`src/rtl/mbx_pkg.sv`:
```
package mbx_pkg;
  typedef enum logic {SIDE_L = 1'b0, SIDE_R = 1'b1} side_e;

  // Mailbox word of a side: top two words of the address space.
  function automatic logic [31:0] box_addr(input int aw, input side_e s);
    return (32'd1 << aw) - 32'd2 + 32'(s);
  endfunction

  // Next flag value: disable clears, set beats clear, otherwise hold.
  function automatic logic flag_next(input logic en, input logic set,
                                     input logic clr, input logic q);
    if (!en)      return 1'b0;
    else if (set) return 1'b1;
    else if (clr) return 1'b0;
    else          return q;
  endfunction
endpackage

```
`src/rtl/mbx_decode.sv`:
```
module mbx_decode #(
  parameter int ADDR_W = 10,
  parameter logic [ADDR_W-1:0] OWN_BOX  = '0,
  parameter logic [ADDR_W-1:0] PEER_BOX = '0
) (
  input  logic              sel,
  input  logic              we,
  input  logic              oe,
  input  logic              busy,
  input  logic [ADDR_W-1:0] addr,
  output logic              post,
  output logic              ack
);
  logic hit_own, hit_peer, live;

  assign live     = sel & ~busy;
  assign hit_own  = (addr == OWN_BOX);
  assign hit_peer = (addr == PEER_BOX);

  // Write into the peer's mailbox rings the peer.
  assign post = live & we & hit_peer;
  // Read-side access of the own mailbox acknowledges; write level ignored.
  assign ack  = live & oe & hit_own;
endmodule

```
`src/rtl/mbx_flag.sv`:
```
module mbx_flag (
  input  logic clk,
  input  logic rst_n,
  input  logic en,
  input  logic set,
  input  logic clr,
  output logic flag
);
  always_ff @(posedge clk or negedge rst_n) begin
    if (!rst_n) flag <= 1'b0;
    else        flag <= mbx_pkg::flag_next(en, set, clr, flag);
  end
endmodule

```
`src/rtl/mbx_irq.sv`:
```
module mbx_irq #(
  parameter int ADDR_W = 10
) (
  input  logic              clk,
  input  logic              rst_n,
  input  logic              en,
  input  logic              l_sel,
  input  logic              l_we,
  input  logic              l_oe,
  input  logic              l_busy,
  input  logic [ADDR_W-1:0] l_addr,
  input  logic              r_sel,
  input  logic              r_we,
  input  logic              r_oe,
  input  logic              r_busy,
  input  logic [ADDR_W-1:0] r_addr,
  output logic              irq_l_n,
  output logic              irq_r_n
);
  import mbx_pkg::*;

  localparam int NPORT = 2;
  localparam logic [ADDR_W-1:0] BOX_L = ADDR_W'(box_addr(ADDR_W, SIDE_L));
  localparam logic [ADDR_W-1:0] BOX_R = ADDR_W'(box_addr(ADDR_W, SIDE_R));

  logic [NPORT-1:0]             sel_v, we_v, oe_v, busy_v;
  logic [NPORT-1:0][ADDR_W-1:0] addr_v;
  logic [NPORT-1:0]             post_w, ack_w, set_w, clr_w, flag_q;

  assign sel_v  = {r_sel, l_sel};
  assign we_v   = {r_we, l_we};
  assign oe_v   = {r_oe, l_oe};
  assign busy_v = {r_busy, l_busy};
  assign addr_v = {r_addr, l_addr};

  for (genvar gi = 0; gi < NPORT; gi++) begin : g_port
    localparam logic [ADDR_W-1:0] OWN  = (gi == 0) ? BOX_L : BOX_R;
    localparam logic [ADDR_W-1:0] PEER = (gi == 0) ? BOX_R : BOX_L;

    mbx_decode #(.ADDR_W(ADDR_W), .OWN_BOX(OWN), .PEER_BOX(PEER)) u_dec (
      .sel (sel_v[gi]),
      .we  (we_v[gi]),
      .oe  (oe_v[gi]),
      .busy(busy_v[gi]),
      .addr(addr_v[gi]),
      .post(post_w[gi]),
      .ack (ack_w[gi])
    );

    assign set_w[gi] = post_w[NPORT-1-gi];
    assign clr_w[gi] = ack_w[gi];

    mbx_flag u_flag (
      .clk  (clk),
      .rst_n(rst_n),
      .en   (en),
      .set  (set_w[gi]),
      .clr  (clr_w[gi]),
      .flag (flag_q[gi])
    );
  end

  assign irq_l_n = ~flag_q[0];
  assign irq_r_n = ~flag_q[1];
endmodule

```
`config.mk`:
```
export PLATFORM = sky130hd
export DESIGN_NAME = mbx_irq
export DESIGN_NICKNAME = d
export VERILOG_FILES = /design/src/rtl/mbx_pkg.sv /design/src/rtl/mbx_decode.sv /design/src/rtl/mbx_flag.sv /design/src/rtl/mbx_irq.sv
export SDC_FILE = /design/constraint.sdc
export NUM_CORES = 1
export LEC_CHECK = 0
export BUFFER_PORTS_ARGS = -buffer_cell sky130_fd_sc_hd__buf_2
export CORE_AREA = 2 2 39 41
export DETAILED_ROUTE_END_ITERATION = 6
export DIE_AREA = 0 0 41 43
export PLACE_DENSITY_LB_ADDON = 0.08
export SETUP_SLACK_MARGIN = 0.5
export SLEW_MARGIN = 20
export SYNTH_ARGS = -nofsm -noshare
export SYNTH_HDL_FRONTEND = slang
export SYNTH_SLANG_ARGS = --single-unit
```
`constraint.sdc`:
```
create_clock -name clk -period 1.3 [get_ports clk]
set_input_delay 0.26 -clock clk [delete_from_list [all_inputs] [get_ports clk]]
set_output_delay 0.26 -clock clk [all_outputs]
set_load 0.005 [all_outputs]
```
# Word-level counts from Yosys, hierarchy flattened
# Cells that the tools add are included.
dict set report word_totals {
  reg_bits 2
  input_bits 31
  elab_cells 28
}
dict set report classes {
  n_eq_ne 6
  n_mux 6
  bitwise 14
}
# op n
set ops {}
lappend ops {{$eq A10 B10 Y1 const B} 4}
lappend ops {{$and A1 B1 Y1} 10}
lappend ops {{$mux W1} 6}
lappend ops {{$ne A3 B1 Y1 const B} 2}
lappend ops {{$not A1 Y1} 4}

# Logic depth before layout (Yosys ltp)
# Gate-level depths: netlist (run 1).
dict set report depth {
  depth_word 7
  depth_mapped 3
}

# Hierarchy
# A second synthesis (run 1) with hierarchy kept.
dict set report hier_totals {
  hier_cells 22
  hier_area_um2 190.2
}
# module n_inst cells_each area_per_inst_um2 seq_area_each_um2
set modules_own_cells {}
lappend modules_own_cells {mbx_flag 2 3 46.3 25.0}
lappend modules_own_cells {mbx_decode 2 7 45.0 0.0}
lappend modules_own_cells {mbx_irq 1 2 7.5 0.0}

# Worst setup path before layout (run 1)
# OpenSTA, ideal clock, no wires.
dict set report synth_timing {
  path_type {input port to flip-flop}
  from {in r_busy}
  to {reg g_port[1].u_flag.flag}
  setup_time_ps 120
  arrival_time_ps 1133
  slack_ps 47
  cell_stages 3
  n_path_buf 0
  cell_sequence {nand4b_1 -> or4_1 -> a31o_1}
}
dict set report synth_between {
  elab_chain_cells 5
}
# item line
set synth_rtl {}
lappend synth_rtl {{from (decl)} mbx_irq.sv:15} ;# input logic r_busy,
lappend synth_rtl {{$not A1 Y1} mbx_decode.sv:16} ;# assign live = sel & ~busy;
lappend synth_rtl {{$and A1 B1 Y1} mbx_decode.sv:16}
lappend synth_rtl {{$and A1 B1 Y1 (2 in a row)} mbx_decode.sv:23} ;# assign ack = live & oe & hit_own;
lappend synth_rtl {{$ne A3 B1 Y1 (no line)} n/a}
lappend synth_rtl {{to (signal assigned)} mbx_flag.sv:11} ;# else flag <= mbx_pkg::flag_next(en, set, clr, flag);
lappend synth_rtl {{to (decl)} mbx_flag.sv:7} ;# output logic flag
# Every way passes these cells.
# A chain may end at the register's enable or synchronous reset.

# Worst setup path after layout (run 1)
dict set report layout_timing {
  from {in r_addr[9]}
  to {reg g_port[1].u_flag.flag}
}
dict set report layout_between {
  elab_chain_cells 3
}
# item line
set layout_rtl {}
lappend layout_rtl {{from (decl)} mbx_irq.sv:16} ;# input logic [ADDR_W-1:0] r_addr,
lappend layout_rtl {{$eq A10 B10 Y1} mbx_decode.sv:17} ;# assign hit_own = (addr == OWN_BOX);
lappend layout_rtl {{$and A1 B1 Y1} mbx_decode.sv:23}
lappend layout_rtl {{$ne A3 B1 Y1 (no line)} n/a}
# Every way passes these cells.

==> results of run 1 <==
-- synth_stat cells --
master and n:
or3_1 1, dfrtp_1 2, or4_1 1, inv_1 2, nand2b_1 1, a31o_1 1
nand4b_1 1, nand4_1 3, nand2_1 3, o32ai_1 1, nand3b_1 1, nor4_1 2
nand3_1 2
-- per-stage QoR --
step	instances	power, W	setup slack, ns	setup TNS [ns]
3_5_place_dp	69	0.000118	0.00959	0
5_1_grt	75	0.000286	0.231	0
4_1_cts	75	0.000262	0.244	0
2_1_floorplan	21	0.0000715	0.171	0
6_report	75	0.000265	0.248	0
3_3_place_gp	69	0.000118	-0.00161	-0.00161
-- worst paths after layout --
check / depth (start not counted) / end
max: 4 / g_port[1].u_flag.flag
min: 2 / g_port[0].u_flag.flag
max reg2reg: 2 / g_port[1].u_flag.flag
min reg2reg: 2 / g_port[1].u_flag.flag
max in group asynchronous: 2 / g_port[1].u_flag.flag
min in group asynchronous: 2 / g_port[0].u_flag.flag
-- final cells by class --
class | instances | area [um2]
fill | 159 | 981
clock buffer | 3 | 22.5
tap | 16 | 20.0
sequential | 2 | 50.0
timing repair buffer | 35 | 185
multi-input combinational | 17 | 118
inverter | 2 | 7.51
-- routing by layer --
layer,up-vias,wire [um]
met4,0,0
met1,126,244
met2,23,359
met3,0,89
li1,161,-
met5,-,0
-- kinds of logic after synthesis --
group           count (synthesis)
simple gates                   15
flops                           2
buf+inv                         2
compound gates                  2
-- report_power, final --
group          internal [W]  switching (W)   total, W
registers         0.0000627  0.00000000678  0.0000627
clock network      0.000103      0.0000423   0.000145
logic             0.0000380      0.0000191  0.0000571
total              0.000203      0.0000614   0.000265
-- worst register-to-register path, stage by stage (launching register included) --
cell     delay, ns
dfrtp_1       0.36
buf_4         0.13
a31o_1        0.19
-- what timing repair did --
action                                 4_1_cts  5_1_grt
endpoints found under the hold margin        2        0
setup endpoints to repair                    4        4
hold buffers                                 1        0
resized for setup                            1        1
pin swaps                                    0        1
setup buffers                                2        0
-- cell usage in the layout, fill, tap and decap left out --
cell,instances
nand4b_1,1
nand3b_1,1
nand2b_1,1
nand4_1,3
buf_2,32
or4_4,1
clkbuf_4,3
dlygate4sd3_1,1
a31o_1,1
nand3_1,2
nand2_1,3
or3_1,1
dfrtp_1,2
buf_4,2
o32ai_2,1
inv_1,2
nor4_1,2
==> flow_metrics.env, run 1 <==
export IMPL_vias=310
export IMPL_track_usage=0.0941
export IMPL_max_stage_delay_ns=0.53
export IMPL_drv_cap=0
export IMPL_cp_buffers_inverters=1
export IMPL_row_count=14
export IMPL_synth_compound_area_frac=0.107
export IMPL_via_per_inst=4.13
export IMPL_clock_fmax_mhz=951
export IMPL_grt_max_degree=5
export IMPL_cts_root_buf="clkbuf_4"
export IMPL_timing_slew_headroom=0.775
export IMPL_wl_per_cell_um=9.24
export IMPL_status="finished, final reports clean"
export IMPL_drv_slew=0
export IMPL_finalSetupViolations=0
export IMPL_antenna_found_initial=0
export IMPL_diodes=0
export IMPL_synth_mux_area_frac=0
export IMPL_p_leak_nw=0.202
export IMPL_route_detailed_drc=0
export IMPL_die_w_um=41
export IMPL_arrival_ns=1.16
export IMPL_gp_congestion=0.592
export IMPL_fin_crit_sh=0.809
export IMPL_worstMarginPinSlew_ns=0.335
export IMPL_r2r_start="g_port[1].u_flag.flag"
export IMPL_layout_drive_gt1_share=0.661
export IMPL_cp_start_kind="primary input"
export IMPL_hp_class="primary input to flop"
export IMPL_crit_fanout=2
export IMPL_fin_util=0.291
export IMPL_met3_usage=0.0157
export IMPL_endpoint_kind="flop"
export IMPL_cp_cell_sequence="buf_2, nand4_1, or4_4, a31o_1"
export IMPL_tritoncts="built"
export IMPL_drt_iter0_drc=3
export IMPL_portBuffers=32
export IMPL_path_clk_slew_ns=0.04
export IMPL_drtAntennaViolNets=0
export IMPL_synth_fp_nets=52
export IMPL_die_area_um2=1760
export IMPL_cts_max_path_buffers=2
export IMPL_globalRouteMet1Util=0.0860
export IMPL_yosys_warnings=0
export IMPL_synth_seq_cells=2
export IMPL_core_area_um2=1380
export IMPL_critPathKind="primary input to flop"
export IMPL_design_area_um2=403
export IMPL_largest_reg_flops=2
export IMPL_syn_area_per_cell_um2=7.81
export IMPL_grt_setup_unrepaired="yes"
export IMPL_reg_top3="g_port.u_flag.flag (2)"
export IMPL_fp_dieH_um=43
export IMPL_netlist_area_leader_share=0.305
export IMPL_place_area_um2=344
export IMPL_critical_path_top_delay_family="simple AND/OR/NAND/NOR gates"
export IMPL_wirelength_um=693
export IMPL_clkSinkCount=2
export IMPL_cp_required_ns=1.41
export IMPL_p_per_area_nw_per_um2=657
export IMPL_synth_area_um2=164
export IMPL_initial_utilization=0.118
export IMPL_whs_ns=0.252
export IMPL_io_pins=33
export IMPL_ys_types=13
export IMPL_seq_area_frac_synth=0.305
export IMPL_drtPass1Iterations=2
export IMPL_synth_fa_ha_area_frac=0
export IMPL_skew_ns=0
export IMPL_synth_xor_area_frac=0
export IMPL_area_growth_pct=146
export IMPL_synthSimpleGateAreaFrac=0.542
export IMPL_overflow=0
export IMPL_globalRouteMet2Util=0.153
export IMPL_final_nets=92
export IMPL_crit_slowest_cell="or4_4"
export IMPL_grt_busiest_layer="met2"
export IMPL_rrSetupSlack_ns=0.51
export IMPL_top_register="g_port.u_flag.flag"
export IMPL_first_global_vias=289
export IMPL_fin_crit_ns=1.05
export IMPL_cts_buffers=3
export IMPL_hp_start="r_addr[0]"
export IMPL_ir_drop_mv=0.190
export IMPL_synth_top_family_by_area="simple AND/OR/NAND/NOR gates"
export IMPL_grt_pass1_wl_mm=1.02
export IMPL_insertion_delay_ns=0.23
export IMPL_crit_path_start="r_addr[9]"
export IMPL_htreeDepth=1
export IMPL_hold_violations=0
export IMPL_syn_inst=21
export IMPL_yosysTopAreaCell="dfrtp_1"
export IMPL_yosys_top_cells_area="dfrtp_1 (31%), nand4_1 (11%), nor4_1 (7.6%)"
Power figures use the tool's default switching activity.
==> run 2: changes to the inputs <==
==> constraint.sdc (replaced) <==
create_clock -name clk -period 1 [get_ports clk]
set_input_delay 0.2 -clock clk [delete_from_list [all_inputs] [get_ports clk]]
set_output_delay 0.2 -clock clk [all_outputs]
set_load 0.005 [all_outputs]
==> run 2 against run 1 <==
Effect of this change: sequential power rose by 30%; critical endpoint unchanged; die area did not move; largest cell class unchanged; clock power rose by 21%; setup slack got worse by 0.23 ns; non-clock buffer count rose by 1.
==> flow_metrics.env, run 2 (synthesis results as in run 1) <==
export IMPL_grt_pass1_wl_mm=1.06
export IMPL_drv_cap=0
export IMPL_arrival_ns=1.09
export IMPL_r2r_end="g_port[1].u_flag.flag"
export IMPL_status="finished, final reports clean"
export IMPL_portBuffers=32
export IMPL_critPathCapture="g_port[1].u_flag.flag"
export IMPL_p_per_area_nw_per_um2=791
export IMPL_highest_layer="met3"
export IMPL_r2r_start="g_port[1].u_flag.flag"
export IMPL_overflow=0
export IMPL_combPwrFrac=0.252
export IMPL_whs_ns=0.265
export IMPL_gp_congestion=0.585
export IMPL_switchingPower_w=0.0000694
export IMPL_timing_slew_headroom=0.780
export IMPL_htreeDepth=1
export IMPL_largest_reg_flops=2
export IMPL_drtPass1Iterations=2
export IMPL_wl_per_cell_um=9.16
export IMPL_io_pins=33
export IMPL_final_cell_mix="buf_2 (28), buf_6 (4)"
export IMPL_fill_cells=160
export IMPL_wl_met2_um=351
export IMPL_clockPowerShare=0.511
export IMPL_cts_max_path_buffers=2
export IMPL_critPathKind="primary input to flop"
export IMPL_path_clk_slew_ns=0.03
export IMPL_stdcell_count=76
export IMPL_clkSinkCount=2
export IMPL_multi_input_area_um2=118
export IMPL_tritoncts="built"
export IMPL_worstMarginPinSlew_ns=0.327
export IMPL_initial_utilization=0.118
export IMPL_cts_buffers=3
export IMPL_antenna_found_initial=0
export IMPL_reg_top3="g_port.u_flag.flag (2)"
export IMPL_route_detailed_drc=0
export IMPL_fin_crit_ns=0.980
export IMPL_fin_util=0.315
export IMPL_m1WireLength_um=247
export IMPL_skew_ns=0
export IMPL_p_sw_frac=0.202
export IMPL_ir_drop_mv=0.236
export IMPL_fp_dieH_um=43
export IMPL_cp_required_ns=1.11
export IMPL_p_int_w=0.000275
export IMPL_die_area_um2=1760
export IMPL_insertion_delay_ns=0.22
export IMPL_crit_fanout=2
export IMPL_vias=319
export IMPL_cp_start_kind="primary input"
export IMPL_track_usage=0.0951
export IMPL_dp_cells=70
export IMPL_endpoint_kind="flop"
export IMPL_place_area_um2=352
export IMPL_ff2ff_path_depth=2
export IMPL_hold_violations=0
export IMPL_hp_class="primary input to flop"
export IMPL_die_w_um=41
export IMPL_layout_commonest_cell="buf_2"
export IMPL_finalSetupViolations=0
export IMPL_diodes=0
export IMPL_first_global_vias=284
export IMPL_via_per_inst=4.20
export IMPL_top_register="g_port.u_flag.flag"
export IMPL_core_area_um2=1380
export IMPL_drtAntennaViolNets=0
export IMPL_design_area_um2=435
export IMPL_wl_met3_um=97
export IMPL_area_growth_pct=166
export IMPL_p_leak_nw=0.215
export IMPL_fin_crit_sh=0.980
export IMPL_drv_slew=0
export IMPL_grt_max_degree=5
export IMPL_seqCellArea_um2=50.0
export IMPL_final_nets=93
export IMPL_clock_fmax_mhz=1020
export IMPL_row_count=14
export IMPL_power_frac_seq=0.237
export IMPL_drt_iter0_drc=1
export IMPL_cts_root_buf="clkbuf_4"
export IMPL_wirelength_um=696
export IMPL_rrSetupSlack_ns=0.21
export IMPL_crit_path_start="r_addr[9]"
export IMPL_layout_drive_gt1_share=0.667
export IMPL_grt_setup_unrepaired="yes"
[run 2: through the flow]
stage / setup TNS [ns] / total power, W / worst slack, ns
after global placement: -0.412 / 0.000156 / -0.242
after CTS: 0 / 0.000351 / 0.0164
after floorplan: -0.0693 / 0.0000929 / -0.0693
final: 0 / 0.000344 / 0.0204
after global routing: -0.0100 / 0.000380 / -0.0100
after detailed placement: -0.434 / 0.000156 / -0.233
[run 2: worst max-delay path, stage by stage]
cell and delay [ns]:
buf_6 0.06, nand4_1 0.11, or4_4 0.53, a31o_1 0.18
[run 2: how the worst min path moves through the flow]
stage / startpoint / end / slack (ns) / cells past startpoint
2_1_floorplan: rst_n / g_port[0].u_flag.flag / -0.1 / 0
3_3_place_gp: rst_n / g_port[1].u_flag.flag / -0.01 / 1
3_5_place_dp: rst_n / g_port[0].u_flag.flag / -0.01 / 1
4_1_cts: en / g_port[1].u_flag.flag / 0.26 / 2
5_1_grt: en / g_port[1].u_flag.flag / 0.28 / 2
6_report: en / g_port[1].u_flag.flag / 0.26 / 2
[run 2: metal layers]
layer / global-route usage / up-vias
met3: 0.0471 / 0
li1: - / 162
met1: 0.105 / 134
met4: 0.0800 / 0
met5: 0 / -
met2: 0.128 / 23
[run 2: power groups by stage]
stage / Sequential [W] / Combinational, W / Clock, W
after floorplan: 0.0000825 / 0.0000104 / 0
after global placement: 0.0000824 / 0.0000733 / 0
after detailed placement: 0.0000824 / 0.0000736 / 0
after CTS: 0.0000815 / 0.0000782 / 0.000192
after global routing: 0.0000815 / 0.0000989 / 0.000200
final: 0.0000816 / 0.0000868 / 0.000176
[run 2: cell type report]
class,instances,share of cell area
Tap cell,16,0.0460
Inverter,2,0.0172
Clock buffer,3,0.0517
Multi-Input combinational cell,17,0.270
Timing Repair Buffer,36,0.500
Sequential cell,2,0.115
[run 2: repair_timing]
action                                 in CTS  in global routing
endpoints found under the hold margin       2                  0
cloned                                      0                  0
pin swaps                                   0                  1
hold buffers                                1                  0
setup endpoints to repair                   4                  4
resized for setup                           2                  4
buffers inserted                            2                  0
